[src/rtl/brt_pkg.sv]
package brt_pkg;

    typedef enum logic [1:0] {
        ST_IDLE = 2'd0,
        ST_TURN = 2'd1,
        ST_DATA = 2'd2,
        ST_SKIP = 2'd3
    } brt_state_e;

    localparam logic [3:0] CMD_MEM_READ = 4'b0110;
    localparam int unsigned LANE_W  = 32;
    localparam int unsigned BYTES_W = LANE_W / 8;

endpackage

[src/rtl/brt_decode.sv]
module brt_decode #(
    parameter logic [31:0] BASE_ADDR  = 32'h0000_1000,
    parameter int unsigned WORD_COUNT = 16,
    localparam int unsigned IDX_W     = $clog2(WORD_COUNT)
) (
    input  logic [31:0]      addr,
    output logic             hit,
    output logic [IDX_W-1:0] idx
);
    localparam logic [32:0] SPAN = 33'(WORD_COUNT) * 33'd4;

    logic [32:0] offset;

    always_comb begin
        offset = {1'b0, addr} - {1'b0, BASE_ADDR};
        hit    = !offset[32] && (offset < SPAN);
        idx    = offset[IDX_W+1:2];
    end
endmodule

[src/rtl/brt_rom.sv]
module brt_rom #(
    parameter int unsigned WORD_COUNT = 16,
    localparam int unsigned IDX_W     = $clog2(WORD_COUNT)
) (
    input  logic [IDX_W-1:0] idx,
    output logic [31:0]      word
);
    logic [31:0] table_w [WORD_COUNT];

    for (genvar g = 0; g < WORD_COUNT; g++) begin : g_word
        localparam logic [15:0] KEY = 16'(g);
        assign table_w[g] = {~KEY, KEY};
    end

    assign word = table_w[idx];
endmodule

[src/rtl/brt_mask.sv]
module brt_mask
    import brt_pkg::*;
(
    input  logic [LANE_W-1:0]  word_in,
    input  logic [BYTES_W-1:0] be_n,
    output logic [LANE_W-1:0]  word_out
);
    for (genvar b = 0; b < BYTES_W; b++) begin : g_byte
        assign word_out[8*b +: 8] = be_n[b] ? 8'h00 : word_in[8*b +: 8];
    end
endmodule

[src/rtl/burst_read_target.sv]
module burst_read_target
    import brt_pkg::*;
#(
    parameter logic [31:0] BASE_ADDR  = 32'h0000_1000,
    parameter int unsigned WORD_COUNT = 16
) (
    input  logic        clk,
    input  logic        rst_n,
    input  logic        frame_n,
    input  logic        irdy_n,
    input  logic [3:0]  cbe_n,
    input  logic [31:0] ad_in,
    input  logic        stall,
    output logic [31:0] ad_out,
    output logic        ad_oe,
    output logic        devsel_n,
    output logic        trdy_n
);
    localparam int unsigned IDX_W = $clog2(WORD_COUNT);

    typedef struct packed {
        brt_state_e       st;
        logic [IDX_W-1:0] idx;
    } regs_t;

    regs_t            r_d, r_q;
    logic             dec_hit;
    logic [IDX_W-1:0] dec_idx;
    logic [31:0]      rom_word;
    logic [31:0]      masked_word;
    logic             xfer;

    brt_decode #(
        .BASE_ADDR  (BASE_ADDR),
        .WORD_COUNT (WORD_COUNT)
    ) i_decode (
        .addr (ad_in),
        .hit  (dec_hit),
        .idx  (dec_idx)
    );

    brt_rom #(
        .WORD_COUNT (WORD_COUNT)
    ) i_rom (
        .idx  (r_q.idx),
        .word (rom_word)
    );

    brt_mask i_mask (
        .word_in  (rom_word),
        .be_n     (cbe_n),
        .word_out (masked_word)
    );

    always_comb begin
        r_d  = r_q;
        xfer = (r_q.st == ST_DATA) && !irdy_n && !stall;
        unique case (r_q.st)
            ST_IDLE: begin
                if (!frame_n) begin
                    if (dec_hit && (cbe_n == CMD_MEM_READ)) begin
                        r_d.st  = ST_TURN;
                        r_d.idx = dec_idx;
                    end else begin
                        r_d.st = ST_SKIP;
                    end
                end
            end
            ST_TURN: r_d.st = ST_DATA;
            ST_DATA: begin
                if (xfer) begin
                    r_d.idx = r_q.idx + 1'b1;
                    if (frame_n) r_d.st = ST_IDLE;
                end
            end
            ST_SKIP: begin
                if (frame_n && irdy_n) r_d.st = ST_IDLE;
            end
            default: r_d.st = ST_IDLE;
        endcase
    end

    always_ff @(posedge clk or negedge rst_n) begin
        if (!rst_n) begin
            r_q.st  <= ST_IDLE;
            r_q.idx <= '0;
        end else begin
            r_q <= r_d;
        end
    end

    always_comb begin
        devsel_n = !((r_q.st == ST_TURN) || (r_q.st == ST_DATA));
        ad_oe    = (r_q.st == ST_DATA);
        trdy_n   = !((r_q.st == ST_DATA) && !stall);
        ad_out   = ad_oe ? masked_word : 32'h0;
    end
endmodule

[config.mk]
export PLATFORM = sky130hd
export DESIGN_NAME = burst_read_target
export DESIGN_NICKNAME = d
export VERILOG_FILES = /design/src/rtl/brt_pkg.sv /design/src/rtl/brt_decode.sv /design/src/rtl/brt_rom.sv /design/src/rtl/brt_mask.sv /design/src/rtl/burst_read_target.sv
export SDC_FILE = /design/constraint.sdc
export NUM_CORES = 1
export LEC_CHECK = 0
export CAP_MARGIN = 20
export CORE_ASPECT_RATIO = 0.6
export CORE_MARGIN = 2
export CORE_UTILIZATION = 50
export DETAILED_ROUTE_END_ITERATION = 10
export DONT_BUFFER_PORTS = 1
export SYNTH_ARGS = -nofsm -noshare
export SYNTH_HDL_FRONTEND = slang
export SYNTH_SLANG_ARGS = --single-unit
[constraint.sdc]
create_clock -name clk -period 3.5 [get_ports clk]
set_input_delay 0.7 -clock clk [delete_from_list [all_inputs] [get_ports clk]]
set_output_delay 0.7 -clock clk [all_outputs]
set_load 0.01 [all_outputs]
Word level (Yosys, flattened, before mapping)
Memory sizes are Yosys's and may differ from the RTL's.
Cells that the tools add are included.
- register bits: 6
- bits in read-only memories: 512
- input port bits: 41
- output and inout bits: 35
- word-level logic and storage cells: 48
- memories: 1
- $add $sub $neg: 2
- order comparisons: 2
- eq/ne operators: 9
- multiplexer cells: 15
- bitwise operators: 1
- reductions and logical operators: 16
- memory list (memory ; depth ; width ; rd ports ; clocked after memory_dff ; wr ports ; RTL line ; RTL):
    (name not given) ; 16 ; 32 ; 1 ; 0 ; 0 ; brt_rom.sv:15 ; assign word = table_w[idx];
- operators by type and width (operator ; count):
    32-bit two-way mux ; 3
    33-bit by 7-bit less-than comparator with 1-bit output, second input constant ; 1
    32-bit by 13-bit subtractor with 33-bit output, second input constant ; 1
    8-bit two-way mux ; 4
    6-bit two-way mux ; 2
    2-bit != test, second input constant ; 4
    2-bit case mux with 4 select lines ; 1
    4-bit case mux with 2 select lines ; 1
    4-bit AND reduction ; 2
    1-bit logical AND ; 6
    2-bit two-way mux ; 3
    5-bit >= comparator, second input constant ; 1
    1-bit logical NOT ; 5
    4-bit inverter with 5-bit output ; 1
    4-bit by 1-bit adder with 4-bit output, second input constant ; 1
    2-bit equality test, second input constant ; 2
    4-bit by 3-bit equality test with 1-bit output, second input constant ; 1
    4-bit two-way mux ; 1
    2-bit by 1-bit equality test with 1-bit output, second input constant ; 1
    2-bit logical NOT ; 1
    2-bit by 1-bit != test with 1-bit output, second input constant ; 1
    2-bit nonzero test ; 1
    1-bit logical OR ; 1

Logic depth before layout (Yosys ltp)
Gate-level depths: netlist of the first run.
- depth after elaboration: 7
- mapped depth: 10
- gate-level depth less buffers: 9

Cells and area by module
A second synthesis of the first run with hierarchy kept.
- cell total of the unflattened synthesis: 185
- area total of the unflattened synthesis: 1427.6 µm²
- by module, submodules not included (module ; instances ; cells each ; area each (µm²) ; sequential area each (µm²)):
    burst_read_target ; 1 ; 82 ; 740.7 ; 150.1
    brt_decode ; 1 ; 37 ; 254.0 ; 0.0
    brt_rom ; 1 ; 34 ; 232.7 ; 0.0
    brt_mask ; 1 ; 32 ; 200.2 ; 0.0

Least setup slack after synthesis of the first run
OpenSTA, ideal clock, no wires.
- path type: input-to-reg
- start: input ad_in[18]
- end: register, netlist name r_q[0]
- library setup time: 128 ps
- arrival time: 2811 ps
- data required time: 3372 ps
- slack: 561 ps
- stages: 9
- path buffers: 2
- cells stage by stage: or4_1 buf_2 or2_0 buf_2 o31a_2 o22ai_1 nor4b_2 o21ai_2 mux2_1
- longest elaborated chain between the ends: 6
- elaborated cells on any way between the ends: 7
- classes of those cells: add/sub (1); order compare (1); eq/ne (1); reduce/logical (4)
- RTL lines (element ; RTL line ; RTL):
    from (decl) ; burst_read_target.sv:12 ; input logic [31:0] ad_in,
    32-bit by 13-bit subtractor with 33-bit output (*) ; brt_decode.sv:15 ; offset = {1'b0, addr} - {1'b0, BASE_ADDR};
    33-bit by 7-bit less-than comparator with 1-bit output or 1-bit logical NOT (tied branches) ; brt_decode.sv:16 ; hit = !offset[32] && (offset < SPAN);
    1-bit logical AND (*) ; brt_decode.sv:16 ;
    1-bit logical AND (*) ; burst_read_target.sv:61 ; if (dec_hit && (cbe_n == CMD_MEM_READ)) begin
    2-bit != test (no source line) (*) ; - ;
    4-bit AND reduction (no source line) (*) ; - ;
Every way passes the cells marked *; elsewhere a longest branch is shown, timed or not.
A chain may end at the register's enable or synchronous reset.

Worst setup path after layout of the first run
- start: input ad_in[18]
- end: register, netlist name r_q[1]
- longest elaborated chain between the ends: 6
- elaborated cells on any way between the ends: 7
- classes of those cells: add/sub (1); order compare (1); eq/ne (1); reduce/logical (4)
- RTL lines (element ; RTL line):
    32-bit by 13-bit subtractor with 33-bit output (*) ; brt_decode.sv:15
    33-bit by 7-bit less-than comparator with 1-bit output or 1-bit logical NOT (tied branches) ; brt_decode.sv:16
    1-bit logical AND (*) ; brt_decode.sv:16
    1-bit logical AND (*) ; burst_read_target.sv:61
    2-bit != test (no source line) (*) ; -
    4-bit AND reduction (no source line) (*) ; -
Marks and branches as above.

==> flow_summary.json, run 1 <==
{
  "status": "finished, final reports clean",
  "cts_resized": 0,
  "start_kind": "primary input",
  "post_cts_buffers": 0,
  "irDropWorstVdd_uv": 289,
  "post-route-period-util": 0.853,
  "seqPwrFrac": 0.237,
  "cts_sinks": 6,
  "htreeDepth": 1,
  "yosysTopAreaCell": "buf_4",
  "p_sw_frac": 0.486,
  "initial_core_util": 0.527,
  "dpl.hpwl_microns": 2090,
  "grt_max_degree": 15,
  "ant_nets": 0,
  "synth_top_area_frac": 0.146,
  "firstDrtPassIters": 4,
  "leakagePower_uw": 0.000434,
  "finalSetupViolCount": 0,
  "ys_top_cells_by_area": "buf_4 (15%), dfrtp_1 (13%), ha_1 (6.6%)",
  "rows": 13,
  "clk_pin_slew_ps": 40,
  "p_switching_uw": 315,
  "synthAdderAreaFrac": 0.0663,
  "yosysSeqAreaShare": 0.133,
  "syn_inst": 155,
  "fin_cells": 172,
  "yosysMostFrequentCell": "buf_4",
  "critPathMaxFanout": 6,
  "synthXorXnorAreaFrac": 0,
  "numPlacedInstances": 169,
  "die_x_microns": 65.4,
  "drive_gt1_frac": 0.0986,
  "nets": 191,
  "power.share.combinational": 0.605,
  "synthTopCellsByCount": "buf_4 (22), nor2_1 (13), nand2_1 (11), inv_1 (10)",
  "critPathArrivalTime_ps": 3090,
  "antenna_found_initial": 0,
  "rsz0062_at_grt": "no",
  "path_cells": "or4_1 -> or2_0 -> o31a_2 -> o22ai_1 -> nor4b_2 -> o21ai_2 -> mux2_1",
  "yosys.area_share.simple": 0.349,
  "path_class": "in2reg",
  "drv_cap": 0,
  "drc": 0,
  "port_buffers": 0,
  "avgSynthCellArea_sq_um": 7.31,
  "die_area_sq_um": 2670,
  "fin_ws_ps": 515,
  "synth_top_family_by_area": "simple AND/OR/NAND/NOR gates",
  "cpPeakStageDelay_ps": 630,
  "ys_warn_count": 0,
  "fmax_ghz": 0.335,
  "ys_ff_latch": 6,
  "fin_tns_setup_ps": 0,
  "area_growth_pct": -4.97,
  "p_int_uw": 333,
  "fillers": 218,
  "reg_top3": "r_q x6",
  "dp_slack_ps": 304,
  "p_clk_frac": 0.158,
  "drv_slew": 0,
  "worst-endpoint-required_ps": 3600,
  "slowest_stage": "or4_1",
  "clk_latency_ps": 220,
  "drt_wl_total_microns": 2500,
  "synth-compound-area-share": 0.188,
  "cts_made_buffers": 3,
  "grt_pass1_wl_microns": 3840,
  "root_buffer": "clkbuf_8",
  "clock_skew_ps": 1.82,
  "synth_area_sq_um": 1130,
  "drtIter0Drc": 20,
  "insertedDiodeCount": 0,
  "largest_register": "r_q",
  "grt_overflow": 0,
  "hold_viol": 0,
  "critical_path.endpoint_type": "flop",
  "routabilityCongestion": 0.889,
  "cts_buffer_depth": 2,
  "largest_reg_flops": 6,
  "grt_pass1_vias": 862,
  "cts_hold_buf": 0,
  "holdWs_ps": 173,
  "muxShareOfSynthArea": 0.0564,
  "grt_usage": 0.195,
  "power-per-cell-area_nw_per_um2": 602,
  "ys_async_sr_fraction": 1.00,
  "wire_per_inst_microns": 14.5,
  "fp.dieH_microns": 40.9,
  "cts_tree": "built",
  "io_pins": 76,
  "num_vias": 1024,
  "hold_class": "in2async",
  "synth.lib_cells_used.distinct": 47,
  "synth-edff-count": 0,
  "viasPerCell": 5.95,
  "period_needed_ps": 2990,
  "synth_ff_type": "dfrtp_1",
  "coreArea_sq_um": 2150
}
worst paths after layout:
| path | from | end | slack [ps] | cells past startpoint |
|---|---|---|---|---|
| max | ad_in[18] | r_q[1] | 510 | 7 |
| min | rst_n | r_q[3] | 170 | 0 |
| max reg2reg | r_q[4] | r_q[2] | 1590 | 9 |
| min reg2reg | r_q[4] | r_q[4] | 560 | 2 |
| max in group asynchronous | rst_n | r_q[1] | 3260 | 0 |
| min in group clk | r_q[4] | r_q[4] | 560 | 2 |
worst max-delay path, delay by kind of cell:
family	cells	cell delay [ps]
and+or+nand+nor	3	1120
AOI/OAI and AO/OA	3	910
muxes	1	340
cell families (layout without fill, tap and decap cells):
family,Yosys count,after routing
AND/OR/NAND/NOR,68,68
adder cells (fa/ha/maj),6,6
multiplexers,6,6
buffers and inverters,39,15
AO/OA/AOI/OAI,29,29
other,1,12
flip-flops,6,6
layout make-up:
type / count / area, sq um / area share
Sequential cell: 6 / 150 / 0.140
Clock buffer: 3 / 41.3 / 0.0384
Multi-Input combinational cell: 121 / 795 / 0.738
Timing Repair Buffer: 2 / 15.0 / 0.0140
Inverter: 10 / 37.5 / 0.0349
Tap cell: 30 / 37.5 / 0.0349
layout by cell type, fill, tap and decap left out, types with 2 or more instances in the layout:
cell type,synthesis,routed
or3_1,4,4
nor2_1,13,13
o41ai_1,2,2
nand2b_1,4,4
o32ai_1,2,2
o31a_2,2,2
nor3_1,4,4
o21ai_0,4,4
dfrtp_1,6,6
clkbuf_8,0,3
and2_1,4,4
o22ai_1,2,2
or4_1,5,5
ha_1,6,6
nand3b_1,3,3
nand4_1,2,2
nand2_1,11,11
inv_1,10,10
nor2b_1,3,2
a211oi_1,2,2
mux2i_1,3,3
nor4_1,5,5
nor4b_1,2,2
mux2_1,2,2
a21oi_1,5,5
buf_4,22,2
conb_1,1,12
routing by layer:
metal / track usage / vias up / wire length (microns)
li1: - / 509 / -
met1: 0.280 / 451 / 1270
met2: 0.281 / 61 / 926
met3: 0.0495 / 3 / 289
met4: 0.0729 / 0 / 17
met5: 0 / - / 0
metrics by stage:
step | total power [uW] | instance area (sq um) | util
2_1_floorplan | 520 | 1170 | -
3_3_place_gp | 537 | 1030 | 0.482
3_5_place_dp | 545 | 1030 | 0.482
4_1_cts | 649 | 1080 | 0.501
5_1_grt | 713 | 1080 | 0.501
6_report | 648 | 1080 | 0.501
power by group through the flow:
stage	sequential [uW]	combinational, uW	clock, uW
after global routing	160	440	113
after floorplan	132	387	0
after global placement	149	388	0
final	153	392	102
after CTS	151	394	103
after detailed placement	152	393	0
No activity file was read; power rests on OpenSTA's default activity.
==> run 2, diff against run 1 <==
--- a/config.mk
+++ b/config.mk
@@ -7,7 +7,6 @@
 export LEC_CHECK = 0
 export CAP_MARGIN = 20
 export CORE_ASPECT_RATIO = 0.6
-export CORE_MARGIN = 2
 export CORE_UTILIZATION = 50
 export DETAILED_ROUTE_END_ITERATION = 10
 export DONT_BUFFER_PORTS = 1
==> run 2 against run 1 <==
  * Register-to-register slack got worse by 70 ps
  * Non-clock buffer count unchanged
  * Combinational power about the same
  * Hold slack about the same
  * Via count decreased by 1.2%
  * Critical path type unchanged
  * Fmax about the same
  * Clock skew about the same
  * Clock power about the same
  * Sequential power about the same
==> flow_summary.json, run 2 (same netlist as run 1, synthesis figures left out) <==
{
  "insertedDiodeCount": 0,
  "post_cts_buffers": 0,
  "hold_viol": 0,
  "cts_tree": "built",
  "die_area_sq_um": 2470,
  "critPathMaxFanout": 6,
  "start_kind": "primary input",
  "post-route-period-util": 0.852,
  "grt_overflow": 0,
  "viasPerCell": 5.95,
  "status": "finished, final reports clean",
  "power.share.combinational": 0.609,
  "finalSetupViolCount": 0,
  "num_vias": 1012,
  "cts_resized": 0,
  "critical_path.endpoint_type": "flop",
  "worst-endpoint-required_ps": 3600,
  "layout_common_cells": "nor2_1 (13), conb_1 (12), nand2_1 (11), inv_1 (10)",
  "clk_latency_ps": 220,
  "seqPwrFrac": 0.232,
  "clock_skew_ps": 1.73,
  "nets": 191,
  "fp.dieH_microns": 38.9,
  "leakagePower_uw": 0.000434,
  "cts_made_buffers": 3,
  "fillers": 197,
  "port_buffers": 0,
  "antenna_found_initial": 0,
  "p_sw_frac": 0.487,
  "coreArea_sq_um": 1980,
  "cts_hold_buf": 0,
  "p_clk_frac": 0.159,
  "p_int_uw": 332,
  "rsz0062_at_grt": "no",
  "cts_buffer_depth": 2,
  "layout_commonest_cell": "nor2_1",
  "drtIter0Drc": 78,
  "htreeDepth": 1,
  "slowest_stage": "or4_1",
  "clk_pin_slew_ps": 40,
  "period_needed_ps": 2980,
  "io_pins": 76,
  "fin_tns_setup_ps": 0,
  "path_cells": "or4_1 -> or2_0 -> nor4_2 -> o2111ai_1 -> nor4b_2 -> o21ai_2 -> mux2_1",
  "area_growth_pct": -5.19,
  "grt_max_degree": 14,
  "hold_class": "in2async",
  "dp_slack_ps": 316,
  "dpl.hpwl_microns": 2100,
  "firstDrtPassIters": 4,
  "fin_ws_ps": 517,
  "ant_nets": 0,
  "drv_cap": 0,
  "drc": 0,
  "routabilityCongestion": 0.832,
  "grt_usage": 0.225,
  "p_switching_uw": 316,
  "rows": 12,
  "reg_top3": "r_q x6",
  "cp_top_family": "simple AND/OR/NAND/NOR gates",
  "drive_gt1_frac": 0.0986,
  "path_class": "in2reg",
  "path_buf_inv": 0,
  "irDropWorstVdd_uv": 354,
  "cpPeakStageDelay_ps": 630,
  "grt_pass1_vias": 962,
  "root_buffer": "clkbuf_8",
  "initial_core_util": 0.571,
  "largest_register": "r_q",
  "fmax_ghz": 0.335,
  "drt_wl_total_microns": 2480,
  "cts_sinks": 6,
  "largest_reg_flops": 6,
  "wire_per_inst_microns": 14.6,
  "critPathArrivalTime_ps": 3080,
  "grt_pass1_wl_microns": 4250,
  "power-per-cell-area_nw_per_um2": 604,
  "die_x_microns": 63.4,
  "drv_slew": 0
}
[run 2: cell counts in the layout (fill, tap and decap cells not counted)]
Identical to the previous run, type by type.
[run 2: through the flow]
step / cell area [sq um] / cells / power, uW / hold slack (ps) / util
6_report: 1070 / 170 / 648 / 173 / 0.542
4_1_cts: 1070 / 170 / 651 / 172 / 0.542
3_5_place_dp: 1030 / 167 / 546 / 405 / 0.521
2_1_floorplan: 1170 / 166 / 520 / 404 / -
3_3_place_gp: 1030 / 167 / 539 / 405 / 0.521
5_1_grt: 1070 / 170 / 709 / 165 / 0.542
[run 2: final timing paths]
path	startpoint	slack, ps	end	cells after the start
min in group clk	r_q[5]	540	r_q[5]	1
setup reg to reg	r_q[4]	1520	r_q[3]	10
hold / removal	rst_n	170	r_q[0]	0
setup / recovery	ad_in[18]	520	r_q[1]	7
max in group asynchronous	rst_n	3260	r_q[1]	0
hold reg to reg	r_q[5]	540	r_q[5]	1
[run 2: metal layers]
layer,GRT usage,routed length (microns),vias up
met1,0.319,1270,438
met5,0,0,-
met3,0.0529,240,0
met4,0.0568,0,0
met2,0.340,968,71
li1,-,-,503
[run 2: area by class of cell]
cell class	count	area, sq um	share of cell area
clock buffer	3	41.3	0.0385
inverter	10	37.5	0.0350
multi-input combinational	121	795	0.740
sequential	6	150	0.140
tap	28	35.0	0.0326
timing repair buffer	2	15.0	0.0140
[run 2: power groups by stage]
stage | Combinational [uW] | Clock [uW] | Sequential (uW)
6_report | 395 | 103 | 150
5_1_grt | 441 | 110 | 158
2_1_floorplan | 387 | 0 | 132
3_3_place_gp | 390 | 0 | 149
4_1_cts | 397 | 104 | 150
3_5_place_dp | 395 | 0 | 151
